**src/rtl/spim_pkg.sv**
```systemverilog
package spim_pkg;
  // control register field positions (software decodes these)
  localparam int CTL_GO   = 0;
  localparam int CTL_RXF  = 1;
  localparam int CTL_TXF  = 2;
  localparam int CTL_LEN  = 3;
  localparam int CTL_CNT  = 8;
  localparam int CTL_LSB  = 10;
  localparam int CTL_SLP  = 12;
  localparam int CTL_DONE = 16;
  localparam int CTL_IE   = 17;
  localparam int CTL_CPOL = 31;
  localparam int SEL_ON   = 0;
  localparam int SEL_LVL  = 2;

  localparam int OFF_CTL = 'h00;
  localparam int OFF_DIV = 'h04;
  localparam int OFF_SEL = 'h08;
  localparam int OFF_DAT = 'h10;

  typedef struct packed {
    logic       cpol;
    logic       ie;
    logic [3:0] sleep;
    logic       lsb;
    logic [1:0] cnt;
    logic [4:0] len;
    logic       txf;
    logic       rxf;
  } spim_cfg_t;

  // position in the data word of the k-th bit on the wire
  function automatic logic [4:0] wire_pos(input logic lsb, input logic [5:0] n,
                                          input logic [5:0] k);
    logic [5:0] p;
    p = lsb ? k : (n - 6'd1 - k);
    return p[4:0];
  endfunction
endpackage

```
**src/rtl/spim_tick.sv**
```systemverilog
module spim_tick #(
  parameter int DIV_W = 8
) (
  input  logic             clk,
  input  logic             rst_n,
  input  logic             run,
  input  logic [DIV_W-1:0] div,
  output logic             tick
);
  logic [DIV_W-1:0] cnt_q;

  assign tick = run && (cnt_q == div);

  always_ff @(posedge clk or negedge rst_n) begin
    if (!rst_n)                 cnt_q <= '0;
    else if (!run || tick)      cnt_q <= '0;
    else                        cnt_q <= cnt_q + 1'b1;
  end
endmodule

```
**src/rtl/spim_engine.sv**
```systemverilog
module spim_engine
  import spim_pkg::*;
#(
  parameter int DATA_W = 32
) (
  input  logic              clk,
  input  logic              rst_n,
  input  logic              start,
  input  spim_cfg_t         cfg,
  input  logic [DATA_W-1:0] tx_word,
  input  logic              tick,
  input  logic              miso,
  output logic              busy,
  output logic              last,
  output logic              sclk,
  output logic              mosi,
  output logic [DATA_W-1:0] rx_word
);
  localparam int CW = $clog2(4 * DATA_W + 32);

  logic [5:0]    nbits;
  logic [CW-1:0] edges, total, half_q;
  logic [5:0]    tx_k, rx_k;
  logic          sclk_q, mosi_q, busy_q;
  logic [DATA_W-1:0] rx_q;
  logic          nxt_lvl, edge_now, is_launch, is_capt;

  assign nbits     = (cfg.len == 5'd0) ? 6'd32 : {1'b0, cfg.len};
  assign edges     = CW'({nbits, 1'b0});
  assign total     = edges + CW'({cfg.sleep, 1'b0});
  assign nxt_lvl   = ~sclk_q;
  assign edge_now  = busy_q && tick && (half_q < edges);
  assign is_launch = nxt_lvl ? !cfg.txf : cfg.txf;
  assign is_capt   = nxt_lvl ? !cfg.rxf : cfg.rxf;
  assign last      = busy_q && tick && (half_q == total - 1'b1);

  always_ff @(posedge clk or negedge rst_n) begin
    if (!rst_n) begin
      busy_q <= 1'b0; half_q <= '0; tx_k <= '0; rx_k <= '0;
      sclk_q <= 1'b0; mosi_q <= 1'b0; rx_q <= '0;
    end else if (start && !busy_q) begin
      busy_q <= 1'b1;
      half_q <= '0;
      tx_k   <= '0;
      rx_k   <= '0;
      rx_q   <= '0;
      sclk_q <= cfg.cpol;
      mosi_q <= tx_word[wire_pos(cfg.lsb, nbits, 6'd0)];
    end else if (busy_q) begin
      if (tick) begin
        half_q <= half_q + 1'b1;
        if (last) busy_q <= 1'b0;
      end
      if (edge_now) begin
        sclk_q <= nxt_lvl;
        if (is_launch && half_q != '0 && (tx_k + 6'd1) < nbits) begin
          tx_k   <= tx_k + 6'd1;
          mosi_q <= tx_word[wire_pos(cfg.lsb, nbits, tx_k + 6'd1)];
        end
        if (is_capt) begin
          rx_q[wire_pos(cfg.lsb, nbits, rx_k)] <= miso;
          rx_k <= rx_k + 6'd1;
        end
      end
    end else begin
      sclk_q <= cfg.cpol;
    end
  end

  assign busy    = busy_q;
  assign sclk    = sclk_q;
  assign mosi    = mosi_q;
  assign rx_word = rx_q;
endmodule

```
**src/rtl/spim_regs.sv**
```systemverilog
module spim_regs
  import spim_pkg::*;
#(
  parameter int ADDR_W = 5,
  parameter int DIV_W  = 8,
  parameter int DATA_W = 32
) (
  input  logic              clk,
  input  logic              rst_n,
  input  logic [ADDR_W-1:0] bus_addr,
  input  logic              bus_we,
  input  logic [DATA_W-1:0] bus_wdata,
  output logic [DATA_W-1:0] bus_rdata,
  input  logic              eng_busy,
  input  logic              eng_last,
  input  logic [DATA_W-1:0] rx_word,
  output spim_cfg_t         cfg,
  output logic [DATA_W-1:0] tx_word,
  output logic [DIV_W-1:0]  div,
  output logic              go,
  output logic              busy_any,
  output logic              done,
  output logic              sel_on,
  output logic              sel_lvl
);
  localparam logic [ADDR_W-1:0] A_CTL = ADDR_W'(OFF_CTL);
  localparam logic [ADDR_W-1:0] A_DIV = ADDR_W'(OFF_DIV);
  localparam logic [ADDR_W-1:0] A_SEL = ADDR_W'(OFF_SEL);
  localparam logic [ADDR_W-1:0] A_DAT = ADDR_W'(OFF_DAT);

  logic wr_ctl, wr_div, wr_sel, wr_dat;
  logic [DATA_W-1:0] ctl_rd;

  assign wr_ctl   = bus_we && bus_addr == A_CTL;
  assign wr_div   = bus_we && bus_addr == A_DIV;
  assign wr_sel   = bus_we && bus_addr == A_SEL;
  assign wr_dat   = bus_we && bus_addr == A_DAT;
  assign busy_any = go | eng_busy;

  always_ff @(posedge clk or negedge rst_n) begin
    if (!rst_n) begin
      cfg <= '0; tx_word <= '0; div <= '0; go <= 1'b0;
      done <= 1'b0; sel_on <= 1'b0; sel_lvl <= 1'b0;
    end else begin
      go <= wr_ctl && !busy_any && bus_wdata[CTL_GO];
      if (wr_ctl) begin
        cfg.ie <= bus_wdata[CTL_IE];
        if (!busy_any) begin
          cfg.cpol  <= bus_wdata[CTL_CPOL];
          cfg.sleep <= bus_wdata[CTL_SLP +: 4];
          cfg.lsb   <= bus_wdata[CTL_LSB];
          cfg.cnt   <= bus_wdata[CTL_CNT +: 2];
          cfg.len   <= bus_wdata[CTL_LEN +: 5];
          cfg.txf   <= bus_wdata[CTL_TXF];
          cfg.rxf   <= bus_wdata[CTL_RXF];
        end
      end
      if (eng_last)                            done <= 1'b1;
      else if (wr_ctl && bus_wdata[CTL_DONE])  done <= 1'b0;
      if (wr_div) div <= bus_wdata[DIV_W-1:0];
      if (wr_sel) begin
        sel_on  <= bus_wdata[SEL_ON];
        sel_lvl <= bus_wdata[SEL_LVL];
      end
      if (wr_dat && !busy_any) tx_word <= bus_wdata;
    end
  end

  always_comb begin
    ctl_rd = '0;
    ctl_rd[CTL_GO]       = busy_any;
    ctl_rd[CTL_RXF]      = cfg.rxf;
    ctl_rd[CTL_TXF]      = cfg.txf;
    ctl_rd[CTL_LEN +: 5] = cfg.len;
    ctl_rd[CTL_CNT +: 2] = cfg.cnt;
    ctl_rd[CTL_LSB]      = cfg.lsb;
    ctl_rd[CTL_SLP +: 4] = cfg.sleep;
    ctl_rd[CTL_DONE]     = done;
    ctl_rd[CTL_IE]       = cfg.ie;
    ctl_rd[CTL_CPOL]     = cfg.cpol;
  end

  always_comb begin
    case (bus_addr)
      A_CTL:   bus_rdata = ctl_rd;
      A_DIV:   bus_rdata = DATA_W'(div);
      A_SEL:   bus_rdata = DATA_W'({sel_lvl, 1'b0, sel_on});
      A_DAT:   bus_rdata = rx_word;
      default: bus_rdata = '0;
    endcase
  end
endmodule

```
**src/rtl/spim_ctrl.sv**
```systemverilog
module spim_ctrl
  import spim_pkg::*;
#(
  parameter int ADDR_W = 5,
  parameter int DIV_W  = 8
) (
  input  logic              clk,
  input  logic              rst_n,
  input  logic [ADDR_W-1:0] bus_addr,
  input  logic              bus_we,
  input  logic [31:0]       bus_wdata,
  output logic [31:0]       bus_rdata,
  output logic              irq,
  output logic              spi_sclk,
  output logic              spi_mosi,
  input  logic              spi_miso,
  output logic              spi_ssel
);
  localparam int DATA_W = 32;

  spim_cfg_t         cfg;
  logic [DATA_W-1:0] tx_word, rx_word;
  logic [DIV_W-1:0]  div;
  logic go, busy_any, done, sel_on, sel_lvl;
  logic eng_busy, eng_last, tick;

  spim_regs #(.ADDR_W(ADDR_W), .DIV_W(DIV_W), .DATA_W(DATA_W)) u_regs (
    .clk(clk), .rst_n(rst_n), .bus_addr(bus_addr), .bus_we(bus_we),
    .bus_wdata(bus_wdata), .bus_rdata(bus_rdata), .eng_busy(eng_busy),
    .eng_last(eng_last), .rx_word(rx_word), .cfg(cfg), .tx_word(tx_word),
    .div(div), .go(go), .busy_any(busy_any), .done(done),
    .sel_on(sel_on), .sel_lvl(sel_lvl));

  spim_tick #(.DIV_W(DIV_W)) u_tick (
    .clk(clk), .rst_n(rst_n), .run(eng_busy), .div(div), .tick(tick));

  spim_engine #(.DATA_W(DATA_W)) u_engine (
    .clk(clk), .rst_n(rst_n), .start(go), .cfg(cfg), .tx_word(tx_word),
    .tick(tick), .miso(spi_miso), .busy(eng_busy), .last(eng_last),
    .sclk(spi_sclk), .mosi(spi_mosi), .rx_word(rx_word));

  assign spi_ssel = sel_on ? sel_lvl : ~sel_lvl;
  assign irq      = done & cfg.ie;
endmodule

```
**config.mk**
```make
export PLATFORM = sky130hd
export DESIGN_NAME = spim_ctrl
export DESIGN_NICKNAME = d
export VERILOG_FILES = /design/src/rtl/spim_pkg.sv /design/src/rtl/spim_tick.sv /design/src/rtl/spim_engine.sv /design/src/rtl/spim_regs.sv /design/src/rtl/spim_ctrl.sv
export SDC_FILE = /design/constraint.sdc
export NUM_CORES = 1
export LEC_CHECK = 0
export CORE_MARGIN = 1
export CORE_UTILIZATION = 35
export CTS_CLUSTER_DIAMETER = 200
export DETAILED_ROUTE_END_ITERATION = 16
export GPL_TIMING_DRIVEN = 0
export PLACE_DENSITY_LB_ADDON = 0.08
export SETUP_SLACK_MARGIN = 0.15
export SLEW_MARGIN = 20
export SYNTH_ARGS = -nofsm -noshare
export SYNTH_HDL_FRONTEND = slang
export SYNTH_HIERARCHICAL = 1
export SYNTH_SLANG_ARGS = --single-unit
```
**constraint.sdc**
```tcl
create_clock -name clk -period 3.5 [get_ports clk]
set_input_delay 0.525 -clock clk [delete_from_list [all_inputs] [get_ports clk]]
set_output_delay 0.525 -clock clk [all_outputs]
set_load 0.1 [all_outputs]
```
==> flow_summary.ini <==
[final_layout]
final_common_cell = dfrtp_1
fin_cells = 1303
syn2layout_area_growth_pct = 27.3
mostFrequentLayoutCells = 120 x dfrtp_1, 78 x nand2_1, 54 x nand3_1
final_cell_area_um2 = 10600
fin_nets = 1040
drive_above_1_share_pct = 24.0
antenna_cells = 0

[timing]
tightest_slew_ps = 964
rsz0062_at_grt = no
holdWs_ps = 519
slew_headroom_pct = 35.5
setup_ws_ps = 208
min_period_over_period_pct = 94.1
period_minus_slack_ps = 3290
fin_worst_skew_ps = 11.1
fmax_mhz = 304
setup_viol = 0
hold_viol_final = 0
finalMaxSlewViolations = 0

[setup_path]
cp_data_arrival_time_ps = 2770
cp_num_buf_inv = 3
crit_path_cell_trace = clkdlybuf4s50_1 -> or3_1 -> nor3b_4 -> buf_4 -> a22o_1 -> clkdlybuf4s18_2
endpoint_kind = output port
cp_max_fo = 5
crit_path_top_delay_cell = clkdlybuf4s18_2
cp_top_family = buffers and inverters
required_ps = 2970
max_stage_delay_ps = 540
worstSetupPathType = input pin to output port
start_kind = input pin

[placement]
routabilityCongestion = 0.898
hpwl_um = 19200
port_buffers = 75
placed_area_um2 = 9490
dp.cells = 1247
dp_slack_ps = -1100

[global_routing]
grt_pass1_wl_um = 41200
grt_max_degree = 75
antenna_found_initial = 1
first_global_vias = 6890
grt_use_total_pct = 22.6
gr-total-overflow = 0

[power_and_ir_drop]
p_comb_share_pct = 41.9
p_int_mw = 3.87
p_sw_share_pct = 39.5
switching_power_mw = 2.52
power.share.clock_pct = 29.4
powerDensity_nw_per_um2 = 604
power.total_mw = 6.39
p_seq_share_pct = 28.8
irDropWorstVdd_v = 0.000328
power.leakage_nw = 4.80

[job]
cap_viol_max_count = 0

[floorplan]
coreArea_um2 = 23400
rows = 56
die_area_um2 = 24400
ioPinCount = 77
start_util_pct = 35.5
die_y_um = 156
die_x_um = 156

[synth]
postSynthAreaPerCell_um2 = 9.75
netlist_area_um2 = 8310
synthCells = 852
syn-num-nets = 921
synth_warnings = 6

[clock_tree]
clockRootBuffer = clkbuf_16
numCtsBuffers = 17
cts_max_level = 4
clk_latency_ps = 430
cts_tree = built
clock-sinks = 122
path_clk_slew_ps = 60
cts_buffer_depth = 2

[status]
status = complete, no violations

[drt]
wirelength_um = 27000
drc = 0
viasPerCell = 5.46
first_pass_iters = 5
ant_nets = 0
vias = 7112
wire_per_inst_um = 20.7
drt_iter0_markers = 538

[hold_path]
hp-class = flip-flop to flip-flop
-- area by class of cell --
cell class | instances | area (µm²)
Timing Repair Buffer | 100 | 902
Sequential cell | 122 | 3060
Clock inverter | 14 | 186
Fill cell | 2308 | 12800
Inverter | 32 | 124
Buffer | 49 | 309
Clock buffer | 18 | 429
Tap cell | 319 | 399
Multi-Input combinational cell | 649 | 5170
-- final timing paths --
check                                        startpoint                        endpoint  slack, ps  depth (start not counted)
max in group asynchronous                         rst_n         u_regs/done$_DFFE_PN0P_       2180                          3
hold reg to reg               u_tick/cnt_q[0]$_DFF_PN0_       u_tick/cnt_q[0]$_DFF_PN0_        520                          1
setup / recovery                            bus_addr[2]                   bus_rdata[31]        210                          6
min in group asynchronous                         rst_n  u_regs/tx_word[27]$_DFFE_PN0P_        590                          2
hold / removal                u_tick/cnt_q[0]$_DFF_PN0_       u_tick/cnt_q[0]$_DFF_PN0_        520                          1
setup reg to reg           u_engine/tx_k[0]$_DFFE_PN0P_       u_engine/mosi$_DFFE_PN0P_        230                         11
-- state kept, by name, summed over array words and instances (netlist names) --
signal            flops
u_engine/rx_word     32
u_regs/tx_word       32
u_regs/cfg           16
u_engine/half_q       8
u_regs/div            8
u_tick/cnt_q          8
u_engine/tx_k         6
u_engine/rx_k         5
u_engine/busy         1
u_engine/mosi         1
u_engine/sclk         1
u_regs/done           1
u_regs/go             1
u_regs/sel_lvl        1
u_regs/sel_on         1
-- worst register-to-register path: cells and delay by family, from the launching register on --
family,cells,cell delay [ps]
flip-flops,1,440
buffers and inverters,3,630
adder cells (fa/ha/maj),2,950
AND/OR/NAND/NOR,2,220
AO/OA/AOI/OAI,4,970
-- metrics by stage --
step                      setup TNS, ps  utilization (%)
final                                 0             45.2
after global routing                  0             45.2
after CTS                             0             44.4
after detailed placement         -57160             40.5
after global placement          -472130             40.4
after floorplan                       0                -
-- power groups by stage --
stage          sequential [mW]  clock, mW  combinational, mW
3_3_place_gp              1.87          0               2.25
2_1_floorplan             1.81          0               1.61
6_report                  1.84       1.88               2.67
4_1_cts                   1.84       1.92               2.48
5_1_grt                   1.87       2.00               2.86
3_5_place_dp              1.86          0               2.25
-- layer usage --
metal	track usage [%]	wire length, µm	up-vias
met5	0	13	-
met4	6.16	368	2
met3	4.75	1480	26
met2	34.4	12200	218
met1	32.1	12900	3520
li1	-	-	3346
-- repair_timing --
action                                 in CTS  in global routing
pin swaps                                  11                 12
setup endpoints to repair                  79                 75
endpoints found under the hold margin       2                  0
buffers inserted                           10                 12
gates cloned                                1                  0
gates resized for setup                   206                 55
hold buffers                                1                  0
(Power assumes the default switching activity.)
